### src/rtl/trig_pkg.sv
package trig_pkg;
  localparam int NUM_RULES = 4;

  localparam logic [3:0] THR_READY = 4'b1000;
  localparam logic [3:0] THR_BUSY  = 4'b0100;
  localparam logic [3:0] THR_WARN  = 4'b0001;

  // states whose blocking waits for the programmable delay
  function automatic logic thr_delayed(logic [3:0] s);
    return (s == THR_BUSY) || (s == THR_WARN);
  endfunction
endpackage

### src/rtl/trig_debounce.sv
module trig_debounce #(
  parameter int DEB_LEN = 8
) (
  input  logic clk_i,
  input  logic rst_ni,
  input  logic in_ni,
  output logic fall_o
);
  localparam int CW = $clog2(DEB_LEN + 1);

  logic [1:0]    sync_q;
  logic          stable_q;
  logic [CW-1:0] cnt_q;
  logic          fall_q;

  always_ff @(posedge clk_i or negedge rst_ni) begin
    if (!rst_ni) begin
      sync_q   <= '1;
      stable_q <= 1'b1;
      cnt_q    <= '0;
      fall_q   <= 1'b0;
    end else begin
      sync_q <= {sync_q[0], in_ni};
      fall_q <= 1'b0;
      if (sync_q[1] == stable_q) begin
        cnt_q <= '0;
      end else if (cnt_q == CW'(DEB_LEN - 1)) begin
        stable_q <= sync_q[1];
        cnt_q    <= '0;
        fall_q   <= !sync_q[1];
      end else begin
        cnt_q <= cnt_q + 1'b1;
      end
    end
  end

  assign fall_o = fall_q;

  assert_single_pulse_R12: assert property (@(posedge clk_i) disable iff (!rst_ni)
    fall_o |=> !fall_o);
endmodule

### src/rtl/trig_throttle_gate.sv
module trig_throttle_gate import trig_pkg::*; #(
  parameter int BX_W  = 12,
  parameter int DLY_W = 8
) (
  input  logic             clk_i,
  input  logic             rst_ni,
  input  logic             en_i,
  input  logic [3:0]       state_i,
  input  logic [BX_W-1:0]  mask_i,
  input  logic [BX_W-1:0]  bx_i,
  input  logic [DLY_W-1:0] dly_i,
  output logic             block_o
);
  logic [3:0]       thr_q;
  logic [DLY_W-1:0] wait_q;
  logic             sample;

  assign sample = (mask_i & bx_i) == '0;

  always_ff @(posedge clk_i or negedge rst_ni) begin
    if (!rst_ni) begin
      thr_q  <= THR_READY;
      wait_q <= '0;
    end else begin
      if (sample) thr_q <= state_i;
      if (thr_q == THR_READY) wait_q <= '0;
      else if (wait_q != '1)  wait_q <= wait_q + 1'b1;
    end
  end

  assign block_o = en_i && (thr_q != THR_READY) &&
                   (!thr_delayed(thr_q) || (wait_q >= dly_i));

  assert_thr_hold_R10: assert property (@(posedge clk_i) disable iff (!rst_ni)
    !sample |=> $stable(thr_q));
endmodule

### src/rtl/trig_rule_check.sv
module trig_rule_check import trig_pkg::*; #(
  parameter int WIN_W = 12,
  parameter int CNT_W = 16
) (
  input  logic                                  clk_i,
  input  logic                                  rst_ni,
  input  logic                                  cand_i,
  input  logic [NUM_RULES-1:0][WIN_W-1:0]       win_i,
  output logic                                  issue_o,
  output logic [NUM_RULES-1:0][CNT_W-1:0]       viol_cnt_o
);
  // age_q[k]: crossings since the (k+1)-th most recent issued trigger, saturating
  logic [NUM_RULES-1:0][WIN_W-1:0] age_q;
  logic [NUM_RULES-1:0][CNT_W-1:0] viol_q;
  logic [NUM_RULES-1:0]            viol;

  assign issue_o = cand_i && (viol == '0);

  for (genvar k = 0; k < NUM_RULES; k++) begin : g_rule
    logic [WIN_W-1:0] src;
    if (k == 0) begin : g_head
      assign src = '0;
    end else begin : g_tail
      assign src = age_q[k-1];
    end

    assign viol[k] = cand_i && (age_q[k] < win_i[k]);

    always_ff @(posedge clk_i or negedge rst_ni) begin
      if (!rst_ni) begin
        age_q[k]  <= '1;
        viol_q[k] <= '0;
      end else begin
        if (issue_o)              age_q[k] <= (src == '1) ? src : src + 1'b1;
        else if (age_q[k] != '1)  age_q[k] <= age_q[k] + 1'b1;
        if (viol[k] && viol_q[k] != '1) viol_q[k] <= viol_q[k] + 1'b1;
      end
    end

    if (k < NUM_RULES - 1) begin : g_ord
      assert_age_order_R8: assert property (@(posedge clk_i) disable iff (!rst_ni)
        age_q[k] <= age_q[k+1]);
    end
  end

  assign viol_cnt_o = viol_q;

  assert_viol_needs_cand_R9: assert property (@(posedge clk_i) disable iff (!rst_ni)
    !cand_i |=> $stable(viol_q));
endmodule

### src/rtl/trig_pattern_gen.sv
module trig_pattern_gen import trig_pkg::*; #(
  parameter int               BX_W     = 12,
  parameter int               WIN_W    = 12,
  parameter int               CNT_W    = 16,
  parameter int               LFSR_W   = 16,
  parameter logic [LFSR_W-1:0] LFSR_TAPS = 16'hB400,
  parameter int               DLY_W    = 8,
  parameter int               GAP_LEN  = 119,
  parameter int               DEB_LEN  = 8
) (
  input  logic                            clk_i,
  input  logic                            rst_ni,
  input  logic                            l1a_en_i,
  input  logic                            en_burst_i,
  input  logic                            en_repeat_i,
  input  logic                            en_bp_i,
  input  logic                            en_rand_i,
  input  logic                            no_blank_i,
  input  logic [BX_W-1:0]                 orbit_len_i,
  input  logic [BX_W-1:0]                 start_dly_i,
  input  logic [BX_W-1:0]                 spacing_i,
  input  logic [BX_W-1:0]                 per_orbit_i,
  input  logic [BX_W-1:0]                 orbit_max_i,
  input  logic [BX_W-1:0]                 repeat_i,
  input  logic [LFSR_W-1:0]               rand_thresh_i,
  input  logic [NUM_RULES-1:0][WIN_W-1:0] rule_win_i,
  input  logic [3:0]                      throttle_i,
  input  logic [BX_W-1:0]                 sample_mask_i,
  input  logic [DLY_W-1:0]                bp_dly_i,
  input  logic                            ext_trig_ni,
  input  logic                            button_ni,
  output logic                            trig_o,
  output logic                            orbit_o,
  output logic [NUM_RULES-1:0][CNT_W-1:0] viol_cnt_o
);
  localparam int NSRC = 2;

  logic [BX_W-1:0]   bx_q, next_q, cnt_q, orb_q, target, limit;
  logic [LFSR_W-1:0] lfsr_q;
  logic              wrap, per_hit, rnd_hit, blank, gen, cand, block, issue, trig_q;
  logic [NSRC-1:0]   src_n, ext_fire;

  // orbit and pattern sequencing
  assign wrap    = bx_q >= orbit_len_i - 1'b1;
  assign target  = (cnt_q == '0) ? start_dly_i : next_q;
  assign limit   = en_burst_i ? per_orbit_i : BX_W'(per_orbit_i != '0);
  assign per_hit = (orb_q < orbit_max_i) && (cnt_q < limit) && (bx_q == target);
  assign rnd_hit = lfsr_q <= rand_thresh_i;
  assign blank   = !no_blank_i &&
                   (({1'b0, bx_q} + (BX_W+1)'(GAP_LEN)) >= {1'b0, orbit_len_i});

  always_ff @(posedge clk_i or negedge rst_ni) begin
    if (!rst_ni) begin
      bx_q   <= '0;
      orb_q  <= '0;
      cnt_q  <= '0;
      next_q <= '0;
      lfsr_q <= LFSR_W'(1);
    end else begin
      bx_q   <= wrap ? '0 : bx_q + 1'b1;
      lfsr_q <= {1'b0, lfsr_q[LFSR_W-1:1]} ^ (lfsr_q[0] ? LFSR_TAPS : '0);
      if (wrap) begin
        cnt_q <= '0;
        if (en_repeat_i)                orb_q <= (orb_q + 1'b1 >= repeat_i) ? '0 : orb_q + 1'b1;
        else if (orb_q < orbit_max_i)   orb_q <= orb_q + 1'b1;
      end else if (per_hit) begin
        cnt_q  <= cnt_q + 1'b1;
        next_q <= bx_q + spacing_i;
      end
    end
  end

  // external pulse inputs
  assign src_n = {button_ni, ext_trig_ni};
  for (genvar s = 0; s < NSRC; s++) begin : g_src
    trig_debounce #(.DEB_LEN(DEB_LEN)) u_deb (
      .clk_i  (clk_i),
      .rst_ni (rst_ni),
      .in_ni  (src_n[s]),
      .fall_o (ext_fire[s])
    );
  end

  assign gen  = l1a_en_i && !blank && (en_rand_i ? rnd_hit : per_hit);
  assign cand = (gen || (ext_fire != '0)) && !block;

  trig_throttle_gate #(.BX_W(BX_W), .DLY_W(DLY_W)) u_gate (
    .clk_i   (clk_i),
    .rst_ni  (rst_ni),
    .en_i    (en_bp_i),
    .state_i (throttle_i),
    .mask_i  (sample_mask_i),
    .bx_i    (bx_q),
    .dly_i   (bp_dly_i),
    .block_o (block)
  );

  trig_rule_check #(.WIN_W(WIN_W), .CNT_W(CNT_W)) u_rules (
    .clk_i      (clk_i),
    .rst_ni     (rst_ni),
    .cand_i     (cand),
    .win_i      (rule_win_i),
    .issue_o    (issue),
    .viol_cnt_o (viol_cnt_o)
  );

  always_ff @(posedge clk_i or negedge rst_ni) begin
    if (!rst_ni) trig_q <= 1'b0;
    else         trig_q <= issue;
  end

  assign trig_o  = trig_q;
  assign orbit_o = bx_q == '0;

  assert_bx_in_orbit_R1: assert property (@(posedge clk_i) disable iff (!rst_ni)
    bx_q < orbit_len_i);
  assert_orbit_once_R1: assert property (@(posedge clk_i) disable iff (!rst_ni)
    (orbit_o && orbit_len_i > 1) |=> !orbit_o);
  assert_quiet_when_off_R2: assert property (@(posedge clk_i) disable iff (!rst_ni)
    trig_o |-> ($past(l1a_en_i) || $past(ext_fire != '0)));
  assert_lfsr_nonzero_R7: assert property (@(posedge clk_i) disable iff (!rst_ni)
    lfsr_q != '0);
endmodule

### config.mk
export PLATFORM = sky130hd
export DESIGN_NAME = trig_pattern_gen
export DESIGN_NICKNAME = d
export VERILOG_FILES = /design/src/rtl/trig_pkg.sv /design/src/rtl/trig_debounce.sv /design/src/rtl/trig_throttle_gate.sv /design/src/rtl/trig_rule_check.sv /design/src/rtl/trig_pattern_gen.sv
export SDC_FILE = /design/constraint.sdc
export NUM_CORES = 1
export LEC_CHECK = 0
export BUFFER_PORTS_ARGS = -buffer_cell sky130_fd_sc_hd__buf_2
export CAP_MARGIN = 25
export CORE_ASPECT_RATIO = 0.6
export CORE_MARGIN = 2
export CORE_UTILIZATION = 52
export CTS_CLUSTER_SIZE = 25
export DETAILED_ROUTE_END_ITERATION = 16
export PLACE_DENSITY = 0.75
export SLEW_MARGIN = 20
export SYNTH_ARGS = -nofsm -noshare
export SYNTH_HDL_FRONTEND = slang
export SYNTH_SLANG_ARGS = --single-unit
### constraint.sdc
create_clock -name clk_i -period 3.6 [get_ports clk_i]
set_input_delay 0.72 -clock clk_i [delete_from_list [all_inputs] [get_ports clk_i]]
set_output_delay 0.72 -clock clk_i [all_outputs]
set_load 0.05 [all_outputs]
==> flow_results.org, run 1 <==
** Run status
- Outcome :: finished with violations
- The checks that failed: setup timing.

** Flow run
- Count of maximum capacitance violations :: 0

** Worst hold path
- Min-Delay Path Class :: input pin to asynchronous set/reset pin

** Logic synthesis
- Counting distinct cell types in the post-synthesis netlist gives 70.
- Dominant register cell in the synthesized netlist :: sky130_fd_sc_hd__dfrtp_1
- Fraction of synthesized area in multiplexers :: 0.0444
- Top cell type's share of synthesized area :: 0.267
- Count of state elements after synthesis :: a little over 200
- Ranked by total cell area, the synthesized netlist is headed by sky130_fd_sc_hd__dfrtp_1, sky130_fd_sc_hd__ha_1, sky130_fd_sc_hd__dfstp_2.
- During synthesis, Yosys emitted a total of 0 warnings.
- Counting flops with a built-in enable in the synthesized netlist gives 0.
- Each instance of the synthesized netlist takes up on average 9.36 sq um.
- Adder-Cell Fraction of Synth Area :: 0.141
- Count of mapped cells out of synthesis :: 1490
- Synthesized-area fraction occupied by xor and xnor cells :: 0.109
- For this run, the register share of the synthesized area comes to 0.373.
- In the synthesized netlist the async set-or-reset flop fraction comes to 1.00.
- Biggest area consumer among synthesized cells :: sky130_fd_sc_hd__dfrtp_1
- Synthesized cell area :: 13900 sq um
- Number of nets in the synthesized netlist :: 1816
- Of the total synthesized cell area, the portion taken by AND, OR, NAND and NOR gates is 0.190.
- After synthesis, the largest family of logic cells by area is simple AND/OR/NAND/NOR gates.
- The complex-gate fraction of the synthesized area was 0.0914.

** Worst setup path
- Crit-path max FO :: 7
- Data arrives at the worst endpoint at 4.18 ns.
- Required time of the worst setup path :: 4.02 ns
- The worst setup path is captured at a flop.
- STA classifies the critical path startpoint as a flop.
- The critical path in this run is classified as flop to flop.

** Place
- Routability-driven placement finished with a final weighted congestion of 1.01.
- Counting tap cells, the placed design contains a total of around 2100 instances.
- Half-perimeter wire length of the detailed placement result :: around 29 mm
- During placement, the flow inserted port buffers numbering 235.

** Cells and area
- Final Non-Filler Cells :: 2198
- Total number of nets in the final design :: 2149
- Count of filler cells inserted in the layout :: 2173
- Most frequent cells in the layout :: sky130_fd_sc_hd__buf_2, sky130_fd_sc_hd__ha_1, sky130_fd_sc_hd__dfrtp_1, sky130_fd_sc_hd__inv_1, sky130_fd_sc_hd__nand2_1
- Most frequent standard cell in the layout excluding fill and tap cells :: sky130_fd_sc_hd__buf_2
- In the final layout, the share of cells above drive strength 1 is 0.282.
- Layout overhead on the synthesized area :: 26.3%

** Timing
- Final-layout worst hold slack :: 0.223 ns
- Max-slew headroom at the worst pin :: 0.509
- Final setup slack of the worst path :: -0.154 ns
- For the final routed database, the setup TNS stands at -5.64 ns.
- Hold violation count in the final report :: 0
- Final critical-path required period :: 3.75 ns
- Max-slew violations :: 0
- Derived from the worst setup path, the maximum achievable clock frequency is 266 MHz.
- Clock skew on the completed layout was measured at roughly 0.02 ns.
- For the pin with the worst max-slew slack, the measured transition is around 0.73 ns.
- Endpoints failing setup :: 100
- Dividing the final minimum period by the clock period gives 1.04.
- Setup repair after global routing missed its margin :: true

** Route
- Iteration count of the initial detailed-routing pass :: 5
- Vias :: about 12000
- In this run the remaining antenna-violating nets after routing total 0.
- Drc violations :: 0
- In the final routed layout, each cell accounts on average for 17.1 um.
- Initial drt markers :: 769
- Via density per instance :: 5.43
- DRT Wirelength :: 37.7 mm

** Floorplanning
- Y dimension of the die :: roughly 130 um
- Row generation in the floorplan step produced 46 rows.
- Total die area :: between 20000 and 30000 sq um
- The floorplan step defined a core boundary enclosing around 26000 sq um.
- For this configuration, the core starts out at a cell density of 0.529.
- 236 I/O pins were placed.
- The die is 215 um wide.

** CTS
- In this run the number of H-tree levels came out at 1.
- After clock tree synthesis, the clock-pin slew on the worst setup and hold paths is around 0.070 ns.
- Cts hold-fix bufs :: 0
- Clock tree root driver cell :: sky130_fd_sc_hd__clkbuf_16
- Counting the buffers created by CTS gives 21.
- TritonCTS Sinks :: 205
- Bufs on Longest Clock Path :: 3
- TritonCTS built the clock tree.
- At the later pin of the worst-skew pair, clock insertion delay measures 0.49 ns.

** Global routing
- Via count of the first global-routing pass :: 11400
- First-pass GRT wire length :: about 59 mm
- Entering global routing, the biggest net connects 74 pins.
- Overall global routing resource usage :: 0.260
- Initial antenna violation count :: 1
- The total overflow left after global routing is 0.

** Power
- Worst ir drop on vdd :: roughly 0.45 mV
- Static power due to leakage :: 8.69 nW
- Power spread over the standard cell area amounts to 614 nW/um^2.
-- sequential cells by signal, indices dropped and copies added (netlist names) --
name / flops
g_src.u_deb.fall_o: 2
g_src.u_deb.stable_q: 2
u_rules.g_rule.src: 36
g_src.u_deb.sync_q: 4
u_rules.age_q: 12
u_rules.viol_cnt_o: 64
lfsr_q: 16
u_gate.wait_q: 8
bx_q: 12
next_q: 12
orb_q: 12
u_gate.thr_q: 4
g_src.u_deb.cnt_q: 8
cnt_q: 12
trig_o: 1
-- kinds of logic after synthesis --
group	Yosys count
and+or+nand+nor	520
DFF	205
AOI/OAI and AO/OA	202
xor gates and xnor gates	174
buffers and inverters	174
adders and majority gates	156
muxes	59
-- final cells by class --
cell class              instances  area (sq um)  share of cell area
diodes                          1          2.50            0.000142
clock buffers                  36           623              0.0354
clock inverters                 1          30.0             0.00171
inverters                     139           522              0.0296
multi-input cells            1111          8470               0.481
flip-flops and latches        205          5200               0.295
well taps                     360           450              0.0256
repair buffers                345          2310               0.131
-- final timing paths --
check	endpoint	depth (start not counted)	start	slack [ns]
setup / recovery	u_rules.age_q[44]	18	bx_q[0]	-0.15
hold / removal	lfsr_q[6]	1	rst_ni	0.22
min in group clk_i	g_src[1].u_deb.sync_q[0]	1	button_ni	0.34
hold reg to reg	g_src[0].u_deb.sync_q[1]	0	g_src[0].u_deb.sync_q[0]	0.36
max in group asynchronous	g_src[0].u_deb.stable_q	2	rst_ni	2.46
setup reg to reg	u_rules.age_q[44]	18	bx_q[0]	-0.15
-- through the flow --
step / power (mW) / util / instance area [sq um] / worst slack [ns]
after floorplan: 6.67 / - / 14100 / -0.0320
after global placement: 8.04 / 0.616 / 16200 / -0.370
after detailed placement: 8.22 / 0.616 / 16200 / -0.401
after CTS: 10.5 / 0.649 / 17100 / -0.161
after global routing: 11.6 / 0.668 / 17600 / -0.303
final: 10.8 / 0.668 / 17600 / -0.154
-- where the power goes --
part | internal [mW] | leakage [nW] | switching, mW
clock | 1.24 | 0.314 | 0.883
combinational | 2.21 | 5.79 | 2.69
sequential | 3.08 | 2.58 | 0.705
-- synthesized netlist by cell type, types with 4 or more instances --
| master | count |
|---|---|
| sky130_fd_sc_hd__nor3b_1 | 8 |
| sky130_fd_sc_hd__nand2b_1 | 19 |
| sky130_fd_sc_hd__o21a_1 | 11 |
| sky130_fd_sc_hd__buf_6 | 4 |
| sky130_fd_sc_hd__a211oi_1 | 17 |
| sky130_fd_sc_hd__dfstp_2 | 56 |
| sky130_fd_sc_hd__nor3_1 | 20 |
| sky130_fd_sc_hd__nand3b_1 | 5 |
| sky130_fd_sc_hd__mux2_2 | 10 |
| sky130_fd_sc_hd__a31oi_1 | 6 |
| sky130_fd_sc_hd__nor2b_1 | 10 |
| sky130_fd_sc_hd__a22oi_1 | 7 |
| sky130_fd_sc_hd__and3_1 | 45 |
| sky130_fd_sc_hd__mux2_1 | 13 |
| sky130_fd_sc_hd__nor4_1 | 10 |
| sky130_fd_sc_hd__nand2_1 | 126 |
| sky130_fd_sc_hd__ha_1 | 155 |
| sky130_fd_sc_hd__dfrtp_1 | 149 |
| sky130_fd_sc_hd__nand4b_1 | 5 |
| sky130_fd_sc_hd__inv_1 | 137 |
| sky130_fd_sc_hd__and2_1 | 13 |
| sky130_fd_sc_hd__or3_1 | 4 |
| sky130_fd_sc_hd__o22ai_1 | 6 |
| sky130_fd_sc_hd__nand4_1 | 51 |
| sky130_fd_sc_hd__and4_1 | 6 |
| sky130_fd_sc_hd__o211ai_1 | 5 |
| sky130_fd_sc_hd__clkbuf_1 | 22 |
| sky130_fd_sc_hd__xnor2_1 | 118 |
| sky130_fd_sc_hd__xor2_1 | 56 |
| sky130_fd_sc_hd__a21oi_1 | 45 |
| sky130_fd_sc_hd__buf_2 | 7 |
| sky130_fd_sc_hd__o21ai_0 | 60 |
| sky130_fd_sc_hd__nand3_1 | 87 |
| sky130_fd_sc_hd__a21o_1 | 14 |
| sky130_fd_sc_hd__nor2_1 | 98 |
| sky130_fd_sc_hd__mux2i_1 | 36 |
-- metal layers --
layer | up-vias | wire length (um) | GRT usage
met1 | 5643 | 17800 | 0.381
li1 | 5879 | - | -
met2 | 368 | 15800 | 0.377
met5 | - | 0 | 0
met3 | 55 | 3000 | 0.0674
met4 | 0 | 980 | 0.0779
-- critical path: stages (launching register included) --
cell	delay (ns)
sky130_fd_sc_hd__dfrtp_1	0.41
sky130_fd_sc_hd__inv_2	0.09
sky130_fd_sc_hd__ha_4	0.15
sky130_fd_sc_hd__nand2b_4	0.06
sky130_fd_sc_hd__a2111o_1	0.48
sky130_fd_sc_hd__nand2_1	0.11
sky130_fd_sc_hd__xnor2_1	0.07
sky130_fd_sc_hd__ha_1	0.32
sky130_fd_sc_hd__o21ai_1	0.08
sky130_fd_sc_hd__o21ai_1	0.08
sky130_fd_sc_hd__o21a_1	0.12
sky130_fd_sc_hd__a211oi_2	0.17
sky130_fd_sc_hd__o311ai_2	0.15
sky130_fd_sc_hd__or3b_4	0.46
sky130_fd_sc_hd__nand2_4	0.07
sky130_fd_sc_hd__and4bb_4	0.29
sky130_fd_sc_hd__buf_6	0.15
sky130_fd_sc_hd__buf_16	0.14
sky130_fd_sc_hd__mux2_4	0.29
-- repair_timing --
item,in CTS,in global routing
endpoints found under the setup margin,113,156
resized for setup,19,80
setup buffers,9,12
cloned,3,2
pin swaps,14,40
No activity file was read; power rests on OpenSTA's default activity.
==> inputs of run 2 (changes only) <==
CORE_UTILIZATION = 30   (was 52)
PLACE_DENSITY = 0.47   (was 0.75)
==> flow_results.org, run 2 (synthesis results as in run 1) <==
** Route
- DRT Wirelength :: 41.3 mm (+9.6%)
- The per-cell routed wire length came to 16.7 um (-2.7%).
- The number of antenna-violating nets in the routed design was 0 (unchanged).
- Drc violations :: 0 (unchanged)
- Iteration count of the initial detailed-routing pass :: 6 (+1)
- Vias :: 11600 (-2.6%)
- The number of vias per cell after detailed routing was 4.70 (-14%).
- Initial drt markers :: 496 (-36%)

** Cells and area
- Leaving out fill and tap cells, the most frequent cells in the layout are sky130_fd_sc_hd__buf_2, sky130_fd_sc_hd__ha_1, sky130_fd_sc_hd__dfrtp_1, sky130_fd_sc_hd__inv_1, sky130_fd_sc_hd__nand2_1.
- Max reg flops :: 64 (unchanged)
- The final instance count without filler cells came to 2476 (+13%).
- Most frequent standard cell in the layout excluding fill and tap cells :: sky130_fd_sc_hd__buf_2
- Compared with the post-synthesis result, the final layout area differs by 30.8%.
- The number of nets in the final layout was 2153 (+0.19%).
- The fraction of final layout cells sized beyond drive strength 1 was 0.294 (+0.0118).
- Count of filler cells inserted in the layout :: 4662 (+110%)

** CTS
- Clock tree root driver cell :: sky130_fd_sc_hd__clkbuf_16
- The insertion delay of the later-clocked pin in the worst-skew pair was 0.55 ns (+0.06 ns).
- TritonCTS clock tree :: built
- The number of clock buffers inserted by TritonCTS was 24 (+14%).
- Total number of H-tree levels :: 1 (unchanged)
- TritonCTS Sinks :: 205 (unchanged)
- The deepest clock path buffer count was 3 (unchanged).
- The clock-pin slew on the worst setup and hold paths came to 0.07 ns (about the same).

** Flow run
- The max-cap check violation count came to 0 (unchanged).

** Floorplanning
- I/O pin total :: 236 (unchanged)
- Total die area :: 48300 sq um (+71%)
- The die height came to 171 um (+31%).
- Count of standard-cell rows :: 61 (+33%)
- Initial core utilization :: 0.302 (-0.226)
- The horizontal die dimension was 282 um (+31%).
- Core area :: 46100 sq um (+75%)

** Worst hold path
- In this run the worst hold path is classified as input pin to asynchronous set/reset pin.

** Timing
- Worst-margin pin slew :: 0.650 ns (-0.0784 ns)
- Setup repair after global routing could not meet its margin everywhere.
- Final-layout worst hold slack :: 0.189 ns (-0.0339 ns)
- The shortest period the worst path allows was 3.77 ns (+0.0189 ns).
- The highest clock frequency the design can meet came to 265 MHz (-0.50%).
- Hold violation count in the final report :: 0 (unchanged)
- The largest clock skew in the final design was 0.0293 ns (+0.00983 ns).
- Crit share post-route :: 1.05 (+0.00524)
- Final setup slack of the worst path :: -0.173 ns (-0.0189 ns)
- Endpoints failing setup :: 84 (-16%)
- The tightest slew margin relative to the limit is 0.566 (+0.0574).
- Max-slew violations :: 0 (unchanged)

** Run status
- Failing checks :: setup timing
- Outcome :: finished with violations

** Worst setup path
- Critical path arrival :: 4.24 ns (+0.06 ns)
- Crit-path max FO :: 6 (-1)
- The required time of the critical path is 4.07 ns (+0.05 ns).
- End point of the critical path :: u_rules.g_rule[2].src[0]
- Reg-to-reg endpoint :: u_rules.g_rule[2].src[0]
- STA classifies the critical path endpoint as a flop.
- Category of the most critical setup path :: flop to flop
- The worst register-to-register path begins at bx_q[1].
- Tracing the worst setup path back leads to its startpoint at bx_q[1].
- Critical Path Source Type :: flop
- The register-to-register setup slack was -0.17 ns (-0.02 ns).
- Depth of the worst register-to-register path :: 16 (-2)

** Global routing
- Via count of the first global-routing pass :: 11300 (-1.3%)
- First-pass GRT wire length :: 63.7 mm (+7.9%)
- The number of antenna violations at the first check in global routing was 7 (+6).
- The maximum number of pins on one net before global-route repair came to 73 (-1.4%).
- The total overflow reported by the global router came to 0 (unchanged).
- Overall global routing resource usage :: 0.168 (-0.0915)

** Power
- The peak supply drop came to 0.378 mV (-16%).
- The standby leakage power is 8.80 nW (+1.3%).
- The power density over the cells was 615 nW/um^2 (+0.17%).

** Place
- The placed wire-length estimate was 32.0 mm (+11%).
- The weighted congestion at the end of routability-driven global placement was 0.846 (-16%).
- The number of placed instances with taps included came to 2411 (+13%).
- Number of input and output port buffers inserted :: 235 (unchanged)
==> run 2: cell types whose count changed in the layout (fill, tap and decap cells not counted), moves of 3 or more <==
cell,previous run,this run
sky130_fd_sc_hd__nand3_2,15,11
sky130_fd_sc_hd__clkbuf_16,24,27
sky130_fd_sc_hd__o21ai_2,0,3
sky130_fd_sc_hd__nor2_4,1,7
sky130_fd_sc_hd__xnor2_1,112,109
sky130_fd_sc_hd__xnor2_2,6,9
sky130_fd_sc_hd__clkinv_2,0,3
sky130_fd_sc_hd__buf_12,12,20
sky130_fd_sc_hd__nand3_4,6,10
sky130_fd_sc_hd__nor2_1,95,90
sky130_fd_sc_hd__clkbuf_1,12,7
sky130_fd_sc_hd__o21ai_1,4,0
sky130_fd_sc_hd__mux2_4,15,11
==> run 2: how the worst min path moves through the flow <==
| stage | to | startpoint | slack [ns] | cells after the start |
|---|---|---|---|---|
| floorplan | g_src[0].u_deb.sync_q[1] | g_src[0].u_deb.sync_q[0] | 0.35 | 0 |
| global placement | g_src[0].u_deb.sync_q[1] | g_src[0].u_deb.sync_q[0] | 0.35 | 0 |
| detailed placement | g_src[0].u_deb.sync_q[1] | g_src[0].u_deb.sync_q[0] | 0.35 | 0 |
| CTS | u_rules.viol_cnt_o[28] | rst_ni | 0.19 | 1 |
| global route | trig_o | rst_ni | 0.20 | 1 |
| finish | trig_o | rst_ni | 0.19 | 1 |
==> run 2: report_power, final <==
part	total, mW	internal (mW)	switching, mW	leakage, nW
registers	3.79	3.08	0.711	2.58
logic	4.86	2.16	2.70	5.82
clock network	2.57	1.52	1.05	0.406
total	11.2	6.76	4.45	8.80
==> run 2: final cells by class <==
type                            instances  area (sq um)  area share
Antenna cell                            1          2.50    0.000137
Clock buffer                           38           757      0.0415
Clock inverter                          6          62.6     0.00343
Inverter                              139           522      0.0286
Multi-Input combinational cell       1111          8560       0.469
Sequential cell                       205          5200       0.285
Tap cell                              630           788      0.0432
Timing Repair Buffer                  346          2340       0.129
==> run 2: critical path, stage by stage, from the launching register on <==
cell                       delay, ns
sky130_fd_sc_hd__dfrtp_2        0.44
sky130_fd_sc_hd__or3_4          0.42
sky130_fd_sc_hd__a21oi_4        0.16
sky130_fd_sc_hd__nand2_2        0.09
sky130_fd_sc_hd__nand3_1        0.09
sky130_fd_sc_hd__xnor2_1        0.08
sky130_fd_sc_hd__ha_1           0.31
sky130_fd_sc_hd__o21a_1         0.18
sky130_fd_sc_hd__o21a_1         0.19
sky130_fd_sc_hd__a211oi_4       0.22
sky130_fd_sc_hd__o311ai_2       0.14
sky130_fd_sc_hd__or3b_4         0.44
sky130_fd_sc_hd__nand2_4        0.07
sky130_fd_sc_hd__and4bb_4       0.27
sky130_fd_sc_hd__buf_12         0.14
sky130_fd_sc_hd__buf_12         0.14
sky130_fd_sc_hd__mux2_4         0.30
==> run 2: through the flow <==
step	setup TNS, ns	cell area (sq um)	worst slack [ns]	total power [mW]	utilization
6_report	-6.21	18200	-0.173	11.2	0.396
4_1_cts	-19.80	18100	-0.280	11.2	0.392
3_3_place_gp	-12.52	16600	-0.248	8.19	0.361
3_5_place_dp	-25.24	16600	-0.367	8.26	0.361
2_1_floorplan	-0.326	14100	-0.0320	6.67	-
5_1_grt	-28.61	18200	-0.377	12.1	0.396
==> run 2: routing by layer <==
| layer | GRT usage | vias to the layer above | share of wire |
|---|---|---|---|
| li1 | - | 5877 | - |
| met1 | 0.256 | 5506 | 0.51 |
| met2 | 0.246 | 198 | 0.42 |
| met3 | 0.0317 | 58 | 0.048 |
| met4 | 0.0322 | 0 | 0.020 |
| met5 | 0 | - | 0 |
==> run 2: repair_timing <==
item                                   in CTS  in global routing
setup endpoints to repair                 112                114
hold buffers                                0                  0
endpoints found under the hold margin       0                  0
gates resized for setup                    83                 40
setup buffers                              17                  2
pin swaps                                  31                 21
cloned                                      5                  0
